**config.mk**
```make
export PLATFORM = sky130hd
export DESIGN_NAME = ext_irq_edge_ctrl
export DESIGN_NICKNAME = d
export VERILOG_FILES = /design/src/rtl/ext_irq_pkg.sv /design/src/rtl/ext_irq_sync.sv /design/src/rtl/ext_irq_lane.sv /design/src/rtl/ext_irq_mode_regs.sv /design/src/rtl/ext_irq_edge_ctrl.sv
export SDC_FILE = /design/constraint.sdc
export NUM_CORES = 1
export LEC_CHECK = 0
export ABC_CLOCK_PERIOD_IN_PS = 1600
export BUFFER_PORTS_ARGS = -buffer_cell sky130_fd_sc_hd__buf_2
export CAP_MARGIN = 20
export CORE_MARGIN = 4
export CORE_UTILIZATION = 43
export DETAILED_ROUTE_END_ITERATION = 16
export GPL_ROUTABILITY_DRIVEN = 0
export HOLD_SLACK_MARGIN = 0.1
export PLACE_DENSITY_LB_ADDON = 0.08
export SLEW_MARGIN = 30
export SYNTH_ARGS = -nofsm -noshare
export SYNTH_HDL_FRONTEND = slang
export SYNTH_SLANG_ARGS = --single-unit
```
**constraint.sdc**
```tcl
create_clock -name clk -period 1.6 [get_ports clk]
set_input_delay 0.08 -clock clk [delete_from_list [all_inputs] [get_ports clk]]
set_output_delay 0.08 -clock clk [all_outputs]
set_load 0.01 [all_outputs]
```
**src/rtl/ext_irq_pkg.sv**
```systemverilog
package ext_irq_pkg;

   // Edge selection applied inside one lane
   typedef enum logic [1:0] {
      EDGE_RISE = 2'b00,
      EDGE_FALL = 2'b01,
      EDGE_BOTH = 2'b10,
      EDGE_OFF  = 2'b11
   } edge_sel_e;

   localparam int unsigned NUM_LANES  = 4;
   localparam int unsigned QUASI_LANE = 2;
   localparam int unsigned FIXED_LANE = 3;

   // One-bit rising/falling choice used by the two-way lanes
   function automatic edge_sel_e two_way_sel(input logic fall_bit);
      return fall_bit ? EDGE_FALL : EDGE_RISE;
   endfunction

endpackage

```
**src/rtl/ext_irq_sync.sv**
```systemverilog
module ext_irq_sync #(
   parameter int unsigned STAGES = 2
) (
   input  logic clk,
   input  logic rst_n,
   input  logic d_i,
   output logic cur_o,
   output logic prev_o
);

   if (STAGES < 2) begin : g_bad_stages
      $error("ext_irq_sync: STAGES must be at least 2");
   end

   logic [STAGES-1:0] chain_q;
   logic              prev_q;

   always_ff @(posedge clk or negedge rst_n) begin
      if (!rst_n) begin
         chain_q <= '0;
         prev_q  <= 1'b0;
      end else begin
         chain_q <= {chain_q[STAGES-2:0], d_i};
         prev_q  <= chain_q[STAGES-1];
      end
   end

   assign cur_o  = chain_q[STAGES-1];
   assign prev_o = prev_q;

endmodule

```
**src/rtl/ext_irq_lane.sv**
```systemverilog
module ext_irq_lane
   import ext_irq_pkg::*;
#(
   parameter int unsigned SYNC_STAGES = 2
) (
   input  logic      clk,
   input  logic      rst_n,
   input  logic      pin_i,
   input  edge_sel_e sel_i,
   input  logic      clr_i,
   output logic      flag_o,
   output logic      req_o
);

   logic cur, prev, rise, fall, req, flag_q;

   ext_irq_sync #(.STAGES(SYNC_STAGES)) u_sync (
      .clk    (clk),
      .rst_n  (rst_n),
      .d_i    (pin_i),
      .cur_o  (cur),
      .prev_o (prev)
   );

   assign rise = cur & ~prev;
   assign fall = ~cur & prev;

   always_comb begin
      unique case (sel_i)
         EDGE_RISE: req = rise;
         EDGE_FALL: req = fall;
         EDGE_BOTH: req = rise | fall;
         default:   req = 1'b0;
      endcase
   end

   // A detected edge outranks a clear arriving in the same cycle
   always_ff @(posedge clk or negedge rst_n) begin
      if (!rst_n) flag_q <= 1'b0;
      else        flag_q <= req | (flag_q & ~clr_i);
   end

   assign flag_o = flag_q;
   assign req_o  = req;

   assert_set_wins_R6: assert property (@(posedge clk) disable iff (!rst_n)
      (req && clr_i) |=> flag_o);

   assert_no_spurious_R10: assert property (@(posedge clk) disable iff (!rst_n)
      req |-> (cur != prev));

endmodule

```
**src/rtl/ext_irq_mode_regs.sv**
```systemverilog
module ext_irq_mode_regs #(
   parameter int unsigned ADDR_W     = 12,
   parameter int unsigned DATA_W     = 4,
   parameter logic [ADDR_W-1:0] ADDR_MODE0 = 12'hFCF,
   parameter logic [ADDR_W-1:0] ADDR_MODE1 = 12'hFB4,
   parameter logic [ADDR_W-1:0] ADDR_MODE2 = 12'hFB5
) (
   input  logic              clk,
   input  logic              rst_n,
   input  logic              wr_en_i,
   input  logic [ADDR_W-1:0] wr_addr_i,
   input  logic [DATA_W-1:0] wr_data_i,
   output logic [1:0]        mode0_q_o,
   output logic              mode1_q_o,
   output logic              mode2_q_o,
   output logic [DATA_W-1:0] mode0_rd_o,
   output logic [DATA_W-1:0] mode1_rd_o,
   output logic [DATA_W-1:0] mode2_rd_o
);

   if (DATA_W < 3) begin : g_bad_width
      $error("ext_irq_mode_regs: DATA_W must be at least 3");
   end
   if (ADDR_MODE0 == ADDR_MODE1 || ADDR_MODE0 == ADDR_MODE2 ||
       ADDR_MODE1 == ADDR_MODE2) begin : g_bad_addr
      $error("ext_irq_mode_regs: mode addresses must differ");
   end

   logic [1:0] m0_q;
   logic       m1_q, m2_q;
   logic       hit0, hit1, hit2;
   logic       unused_data_hi;

   assign hit0 = wr_en_i && (wr_addr_i == ADDR_MODE0);
   assign hit1 = wr_en_i && (wr_addr_i == ADDR_MODE1);
   assign hit2 = wr_en_i && (wr_addr_i == ADDR_MODE2);
   assign unused_data_hi = ^wr_data_i[DATA_W-1:2];

   always_ff @(posedge clk or negedge rst_n) begin
      if (!rst_n) begin
         m0_q <= 2'b00;
         m1_q <= 1'b0;
         m2_q <= 1'b0;
      end else begin
         if (hit0) m0_q <= wr_data_i[1:0];
         if (hit1) m1_q <= wr_data_i[0];
         if (hit2) m2_q <= wr_data_i[0];
      end
   end

   assign mode0_q_o  = m0_q;
   assign mode1_q_o  = m1_q;
   assign mode2_q_o  = m2_q;
   assign mode0_rd_o = DATA_W'(m0_q);
   assign mode1_rd_o = DATA_W'(m1_q);
   assign mode2_rd_o = DATA_W'(m2_q);

   assert_hold_R8: assert property (@(posedge clk) disable iff (!rst_n)
      !wr_en_i |=> ($stable(m0_q) && $stable(m1_q) && $stable(m2_q)));

endmodule

```
**src/rtl/ext_irq_edge_ctrl.sv**
```systemverilog
module ext_irq_edge_ctrl
   import ext_irq_pkg::*;
#(
   parameter int unsigned SYNC_STAGES = 2,
   parameter int unsigned ADDR_W      = 12,
   parameter int unsigned DATA_W      = 4,
   parameter logic [ADDR_W-1:0] ADDR_MODE0 = 12'hFCF,
   parameter logic [ADDR_W-1:0] ADDR_MODE1 = 12'hFB4,
   parameter logic [ADDR_W-1:0] ADDR_MODE2 = 12'hFB5
) (
   input  logic              clk,
   input  logic              rst_n,
   input  logic [3:0]        ext_pin_i,
   input  logic              wr_en_i,
   input  logic [ADDR_W-1:0] wr_addr_i,
   input  logic [DATA_W-1:0] wr_data_i,
   input  logic [3:0]        ack_i,
   input  logic              irq2_clr_i,
   output logic [3:0]        irq_o,
   output logic [DATA_W-1:0] mode0_o,
   output logic [DATA_W-1:0] mode1_o,
   output logic [DATA_W-1:0] mode2_o
);

   logic [1:0]           mode0_q;
   logic                 mode1_q, mode2_q;
   edge_sel_e            lane_sel [NUM_LANES];
   logic [NUM_LANES-1:0] lane_clr;
   logic [NUM_LANES-1:0] lane_req;
   logic [NUM_LANES-1:0] lane_flag;
   logic                 unused_ack_quasi;

   ext_irq_mode_regs #(
      .ADDR_W     (ADDR_W),
      .DATA_W     (DATA_W),
      .ADDR_MODE0 (ADDR_MODE0),
      .ADDR_MODE1 (ADDR_MODE1),
      .ADDR_MODE2 (ADDR_MODE2)
   ) u_regs (
      .clk        (clk),
      .rst_n      (rst_n),
      .wr_en_i    (wr_en_i),
      .wr_addr_i  (wr_addr_i),
      .wr_data_i  (wr_data_i),
      .mode0_q_o  (mode0_q),
      .mode1_q_o  (mode1_q),
      .mode2_q_o  (mode2_q),
      .mode0_rd_o (mode0_o),
      .mode1_rd_o (mode1_o),
      .mode2_rd_o (mode2_o)
   );

   assign unused_ack_quasi = ack_i[QUASI_LANE];

   for (genvar i = 0; i < NUM_LANES; i++) begin : g_lane
      if (i == 0) begin : g_sel
         assign lane_sel[i] = edge_sel_e'(mode0_q);
      end else if (i == 1) begin : g_sel
         assign lane_sel[i] = two_way_sel(mode1_q);
      end else if (i == QUASI_LANE) begin : g_sel
         assign lane_sel[i] = two_way_sel(mode2_q);
      end else begin : g_sel
         assign lane_sel[i] = EDGE_BOTH;
      end

      if (i == QUASI_LANE) begin : g_clr
         assign lane_clr[i] = irq2_clr_i;
      end else begin : g_clr
         assign lane_clr[i] = ack_i[i];
      end

      ext_irq_lane #(.SYNC_STAGES(SYNC_STAGES)) u_lane (
         .clk    (clk),
         .rst_n  (rst_n),
         .pin_i  (ext_pin_i[i]),
         .sel_i  (lane_sel[i]),
         .clr_i  (lane_clr[i]),
         .flag_o (lane_flag[i]),
         .req_o  (lane_req[i])
      );
   end

   assign irq_o = lane_flag;

   assert_blocked_R2: assert property (@(posedge clk) disable iff (!rst_n)
      $rose(irq_o[0]) |-> ($past(mode0_q) != 2'b11));

   assert_quasi_hold_R7: assert property (@(posedge clk) disable iff (!rst_n)
      (irq_o[QUASI_LANE] && !irq2_clr_i) |=> irq_o[QUASI_LANE]);

   assert_ack_clear_R6: assert property (@(posedge clk) disable iff (!rst_n)
      (ack_i[0] && !lane_req[0]) |=> !irq_o[0]);

   assert_fixed_lane_R4: assert property (@(posedge clk) disable iff (!rst_n)
      lane_req[FIXED_LANE] |=> irq_o[FIXED_LANE]);

endmodule

```
==> results of run 1 <==
area by class of cell:
cell class,instances,share of cell area (%)
Multi-Input combinational cell,38,23.0
Sequential cell,20,44.7
Timing Repair Buffer,43,24.2
Inverter,6,2.01
Clock buffer,4,3.24
Tap cell,25,2.80
cell usage in the layout (no fill, tap or decap), types with 2 or more instances in the layout:
master,n
mux2_1,5
nand2_1,5
o21ai_1,2
clkbuf_4,3
dfrtp_1,20
dlygate4sd3_1,11
inv_1,6
ha_1,2
conb_1,8
nand3b_1,3
o221ai_1,2
buf_2,32
nand2b_1,2
o21ai_0,2
sequential cells by signal (all words and copies together) (netlist names):
name,flops
g_lane.u_lane.u_sync.prev_o,4
g_lane.u_lane.u_sync.chain_q,8
g_lane.u_lane.flag_o,4
u_regs.mode0_q_o,2
u_regs.mode2_q_o,1
u_regs.mode1_q_o,1
synth_stat cells (2+ instances only):
cell type,count,area share (%)
nand3b_1,3,2.6
buf_4,14,12
inv_1,6,2.6
o221ai_1,2,2.0
mux2_1,5,6.5
dfrtp_1,20,58
o21ai_0,2,1.2
nand2b_1,2,1.5
nand2_1,5,2.2
o21ai_1,2,1.2
ha_1,2,2.9
worst register-to-register path, delay by kind of cell (launching register included):
kind,cells,cell delay (ps)
mux,1,290
buf+inv,1,50
compound gates,2,200
flops,1,390
fa+ha+maj,1,170
worst paths after layout:
kind                                                         start  cells past startpoint                                 end
min in group asynchronous                                    rst_n                      2      g_lane[0].u_lane.u_sync.prev_o
max in group asynchronous                                    rst_n                      2      g_lane[1].u_lane.u_sync.prev_o
worst min register to register  g_lane[1].u_lane.u_sync.chain_q[0]                      0  g_lane[1].u_lane.u_sync.chain_q[1]
worst max register to register  g_lane[0].u_lane.u_sync.chain_q[1]                      5             g_lane[0].u_lane.flag_o
worst max-delay path            g_lane[0].u_lane.u_sync.chain_q[1]                      5             g_lane[0].u_lane.flag_o
worst min-delay path                                  wr_addr_i[1]                      4                    u_regs.mode2_q_o
stage by stage:
| step | area (um2) | cells |
|---|---|---|
| after CTS | 1120 | 136 |
| after floorplan | 886 | 78 |
| after detailed placement | 972 | 121 |
| final | 1120 | 136 |
| after global placement | 972 | 121 |
| after global routing | 1120 | 136 |
where the power goes:
group | leakage, nW | switching [mW] | total [mW] | internal (mW)
Combinational | 0.318 | 0.0508 | 0.110 | 0.0591
Clock | 0.0210 | 0.141 | 0.279 | 0.138
Sequential | 0.243 | 0.0114 | 0.542 | 0.530
routing by layer:
metal	vias to the layer above	wire length, um	global-route usage, %	part of all wire [%]
li1	293	-	-	-
met1	280	588	13.6	41
met2	21	744	18.4	51
met3	2	101	2.56	7.0
met4	0	12	6.38	0.83
met5	-	0	0	0
cells by family (layout without fill, tap and decap cells):
group	after synthesis	in the layout	synth area share [%]
buffers and inverters	20	53	14.8
AND/OR/NAND/NOR	16	16	11.6
XOR/XNOR	1	1	1.02
other	1	8	0.436
adder cells (fa/ha/maj)	2	2	2.91
AO/OA/AOI/OAI	6	6	4.37
flip-flops	20	20	58.2
multiplexers	5	5	6.55
==> impl_metrics.py, run 1 <==
metrics = {
    "pwr": {
        "vdd.ir_drop.worst_mv": 0.459,
        "power_density_mw_per_mm2": 832,
        "cellLeakagePower_nw": 0.582,
        "power.total_mw": 0.931,
    },
    "synthesis": {
        "ys_ff_latch": 20,
        "synth_area_um2": 860,
        "async_flop_share_pct": 100,
        "yosysWarnings": 0,
        "ys_types": 19,
        "yosysSeqAreaShare_pct": 58.2,
        "avgSynthCellArea_um2": 12.1,
        "netlist_instances": 71,
        "synth-edff-count": 0,
        "synth_ff_type": "dfrtp_1",
    },
    "grt": {
        "grt_pass1_vias": 556,
        "grt_antenna_before_repair": 0,
        "grt_max_degree": 21,
        "grt_pass1_wl_um": 2260,
        "overflow": 0,
        "track_usage_pct": 11.3,
    },
    "clock_tree": {
        "htreeDepth": 1,
        "cts.clk_slew.worst_paths_ps": 110,
        "clk_path_buf_depth": 2,
        "cts_setup_buffers": 0,
        "postCtsHoldBufs": 11,
        "clock_latency_ps": 290,
        "cts.sinks": 20,
        "ctsResizeCount": 0,
        "cts-root-buf": "clkbuf_4",
        "cts_made_buffers": 3,
        "cts_tree": "yes",
    },
    "sta": {
        "setup_viol_count_final": 0,
        "fin_crit_ps": 1200,
        "fin_skew_ps": 5.91,
        "final_hold_viol_count": 0,
        "fin_ws_ps": 397,
        "rsz0062_at_grt": "false",
        "timing.fmax_ghz": 0.831,
        "setup_tns_ps": 0,
        "finalCritPeriodShare_pct": 75.2,
        "finalMaxSlewViolations": 0,
        "holdWs_ps": 151,
    },
    "drt": {
        "vias": 596,
        "totalWireLength_um": 1450,
        "drtIter0Drc": 1,
        "final_antenna_net_count": 0,
        "dr.pass1.iters": 2,
        "post_drt_wl_per_cell_um": 10.6,
        "drcViolationCount": 0,
        "routed_via_density": 4.38,
    },
    "layout": {
        "fill_cells": 155,
        "multi_input_area_um2": 258,
        "finalNetCount": 142,
        "n_antenna_cell": 0,
        "regArea_um2": 500,
        "area_delta_synth_final_pct": 30.1,
        "final_util_pct": 62.1,
        "final_layout_size_suffix_gt1_share_pct": 33.3,
    },
    "setup_path": {
        "worstPathCellList": "inv_1 > ha_1 > mux2_1 > o21ai_1 > o21ai_1",
        "crit_path_frequent_cell": "o21ai_1",
        "crit_type": "flop to flop",
        "cp-start-kind": "flop",
        "cp-end-kind": "flop",
        "critPathMaxStageDelay_ps": 390,
        "cp_max_fo": 3,
        "r2r_setup_slack_ps": 400,
        "cp_num_buf_inv": 1,
        "cp_slowest_cell": "dfrtp_1",
        "cp_data_arrival_time_ps": 1380,
        "cp_top_family": "flip-flops",
        "required_ps": 1780,
    },
    "floorplanning": {
        "fp.dieH_um": 52.7,
        "start_util_pct": 47.7,
        "ios": 44,
        "die_w_um": 52.7,
        "dieArea_mm2": 0.00278,
        "rows": 15,
        "core_region_area_mm2": 0.00180,
    },
    "placed_design": {
        "io_buffers": 32,
        "post-place-ws_ps": 364,
        "place_hpwl_um": 1100,
    },
    "run_status": {
        "status": "finished, final reports clean",
    },
    "job": {
        "drv_cap": 0,
    },
    "min_path": {
        "min-delay-path-class": "primary input to flop",
    },
}
(Power assumes the default switching activity.)
==> inputs of run 2 (changes only) <==
--- a/config.mk
+++ b/config.mk
@@ -5,7 +5,7 @@
 export SDC_FILE = /design/constraint.sdc
 export NUM_CORES = 1
 export LEC_CHECK = 0
-export ABC_CLOCK_PERIOD_IN_PS = 1600
+export ABC_CLOCK_PERIOD_IN_PS = 1300
 export BUFFER_PORTS_ARGS = -buffer_cell sky130_fd_sc_hd__buf_2
 export CAP_MARGIN = 20
 export CORE_MARGIN = 4
==> constraint.sdc (replaced) <==
create_clock -name clk -period 1.3 [get_ports clk]
set_input_delay 0.065 -clock clk [delete_from_list [all_inputs] [get_ports clk]]
set_output_delay 0.065 -clock clk [all_outputs]
set_load 0.01 [all_outputs]
==> run 2 against run 1 <==
Sequential power grew 23%. Hold slack worse by 21 ps. Setup slack lost 280 ps. Combinational power rose by 23%. Die area unchanged. Maximum frequency up 2.0%. Critical endpoint unchanged. Register-to-register slack lost 280 ps. Global-route usage rose by 0.17 points. Cell count unchanged. Clock skew rose by 4.5 ps. Non-clock buffer count is the same.
==> impl_metrics.py, run 2 (same netlist as run 1, synthesis figures left out) <==
metrics = {
    "layout": {
        "layout_common_cells": "buf_2, dfrtp_1, dlygate4sd3_1",
        "largest_register_ffs": 8,
        "final_layout_size_suffix_gt1_share_pct": 33.3,
        "n_antenna_cell": 0,
        "fill_cells": 160,
        "multi_input_area_um2": 258,
        "area_delta_synth_final_pct": 30.1,
        "top_register": "g_lane.u_lane.u_sync.chain_q",
        "regArea_um2": 500,
        "finalNetCount": 142,
        "final_common_cell": "buf_2",
    },
    "setup_path": {
        "cp_slowest_cell": "dfrtp_1",
        "required_ps": 1490,
        "critPathMaxStageDelay_ps": 390,
        "cp_data_arrival_time_ps": 1370,
        "crit_type": "flop to flop",
        "worstPathCellList": "inv_1 > ha_1 > mux2_1 > o21ai_1 > o21ai_1",
        "cp-start-kind": "flop",
        "crit_path_frequent_cell": "o21ai_1",
        "cp_max_fo": 3,
        "cp-end-kind": "flop",
    },
    "sta": {
        "fin_ws_ps": 120,
        "fin_crit_ps": 1180,
        "holdWs_ps": 130,
        "setup_tns_ps": 0,
        "timing.fmax_ghz": 0.848,
        "finalCritPeriodShare_pct": 90.8,
        "fin_skew_ps": 10.4,
        "setup_viol_count_final": 0,
        "final_hold_viol_count": 0,
        "finalMaxSlewViolations": 0,
        "rsz0062_at_grt": "false",
    },
    "clock_tree": {
        "htreeDepth": 1,
        "clock_latency_ps": 290,
        "cts.sinks": 20,
        "postCtsHoldBufs": 11,
        "cts_made_buffers": 3,
        "cts_setup_buffers": 0,
        "clk_path_buf_depth": 2,
        "cts_tree": "yes",
        "ctsResizeCount": 0,
        "cts.clk_slew.worst_paths_ps": 110,
        "cts-root-buf": "clkbuf_4",
    },
    "drt": {
        "drcViolationCount": 0,
        "vias": 594,
        "totalWireLength_um": 1410,
        "dr.pass1.iters": 1,
        "final_antenna_net_count": 0,
        "routed_via_density": 4.37,
        "post_drt_wl_per_cell_um": 10.4,
        "drtIter0Drc": 0,
    },
    "min_path": {
        "min-delay-path-class": "primary input to flop",
    },
    "grt": {
        "grt_pass1_wl_um": 2280,
        "overflow": 0,
        "track_usage_pct": 11.5,
        "grt_antenna_before_repair": 0,
        "grt_pass1_vias": 570,
        "grt_max_degree": 21,
    },
    "floorplanning": {
        "die_w_um": 52.7,
        "core_region_area_mm2": 0.00180,
        "start_util_pct": 47.7,
        "fp.dieH_um": 52.7,
        "ios": 44,
        "rows": 15,
        "dieArea_mm2": 0.00278,
    },
    "placed_design": {
        "place_hpwl_um": 1120,
        "post-place-ws_ps": 80.8,
        "io_buffers": 32,
    },
    "run_status": {
        "status": "finished, final reports clean",
    },
    "pwr": {
        "cellLeakagePower_nw": 0.582,
        "power_density_mw_per_mm2": 1020,
        "vdd.ir_drop.worst_mv": 0.694,
    },
    "job": {
        "drv_cap": 0,
    },
}
[run 2: routing by layer]
metal | track usage [%] | routed length (um)
met3 | 5.98 | 129
met4 | 2.55 | 0
met5 | 0 | 0
met1 | 13.4 | 580
met2 | 18.6 | 703
[run 2: worst paths after layout]
check | start | end | slack, ps | depth (start not counted)
setup / recovery | g_lane[0].u_lane.u_sync.chain_q[1] | g_lane[0].u_lane.flag_o | 120 | 5
hold / removal | wr_addr_i[1] | u_regs.mode2_q_o | 130 | 4
setup reg to reg | g_lane[0].u_lane.u_sync.chain_q[1] | g_lane[0].u_lane.flag_o | 120 | 5
hold reg to reg | g_lane[2].u_lane.u_sync.chain_q[0] | g_lane[2].u_lane.u_sync.chain_q[1] | 360 | 0
max in group asynchronous | rst_n | g_lane[1].u_lane.u_sync.prev_o | 770 | 2
min in group asynchronous | rst_n | g_lane[3].u_lane.u_sync.prev_o | 230 | 2
[run 2: layout make-up]
cell class	count	area share (%)
repair buffers	43	24.2
well taps	25	2.80
flip-flops and latches	20	44.7
multi-input cells	38	23.0
clock buffers	4	3.24
inverters	6	2.01
[run 2: per-stage QoR]
step,cells,area (um2),utilization (%),power (mW)
floorplan,78,886,-,0.756
global placement,121,972,54.0,0.787
detailed placement,121,972,54.0,0.792
CTS,136,1120,62.1,1.16
global route,136,1120,62.1,1.22
finish,136,1120,62.1,1.14
[run 2: critical path: cells and delay by family (launching register included)]
kind / cells / cell delay, ps
flip-flops: 1 / 390
AO/OA/AOI/OAI: 2 / 180
multiplexers: 1 / 300
buffers and inverters: 1 / 50
adder cells (fa/ha/maj): 1 / 170
[run 2: report_power, final]
group | internal, mW | switching (mW)
registers | 0.653 | 0.0141
logic | 0.0728 | 0.0622
clock network | 0.171 | 0.171
total | 0.896 | 0.248
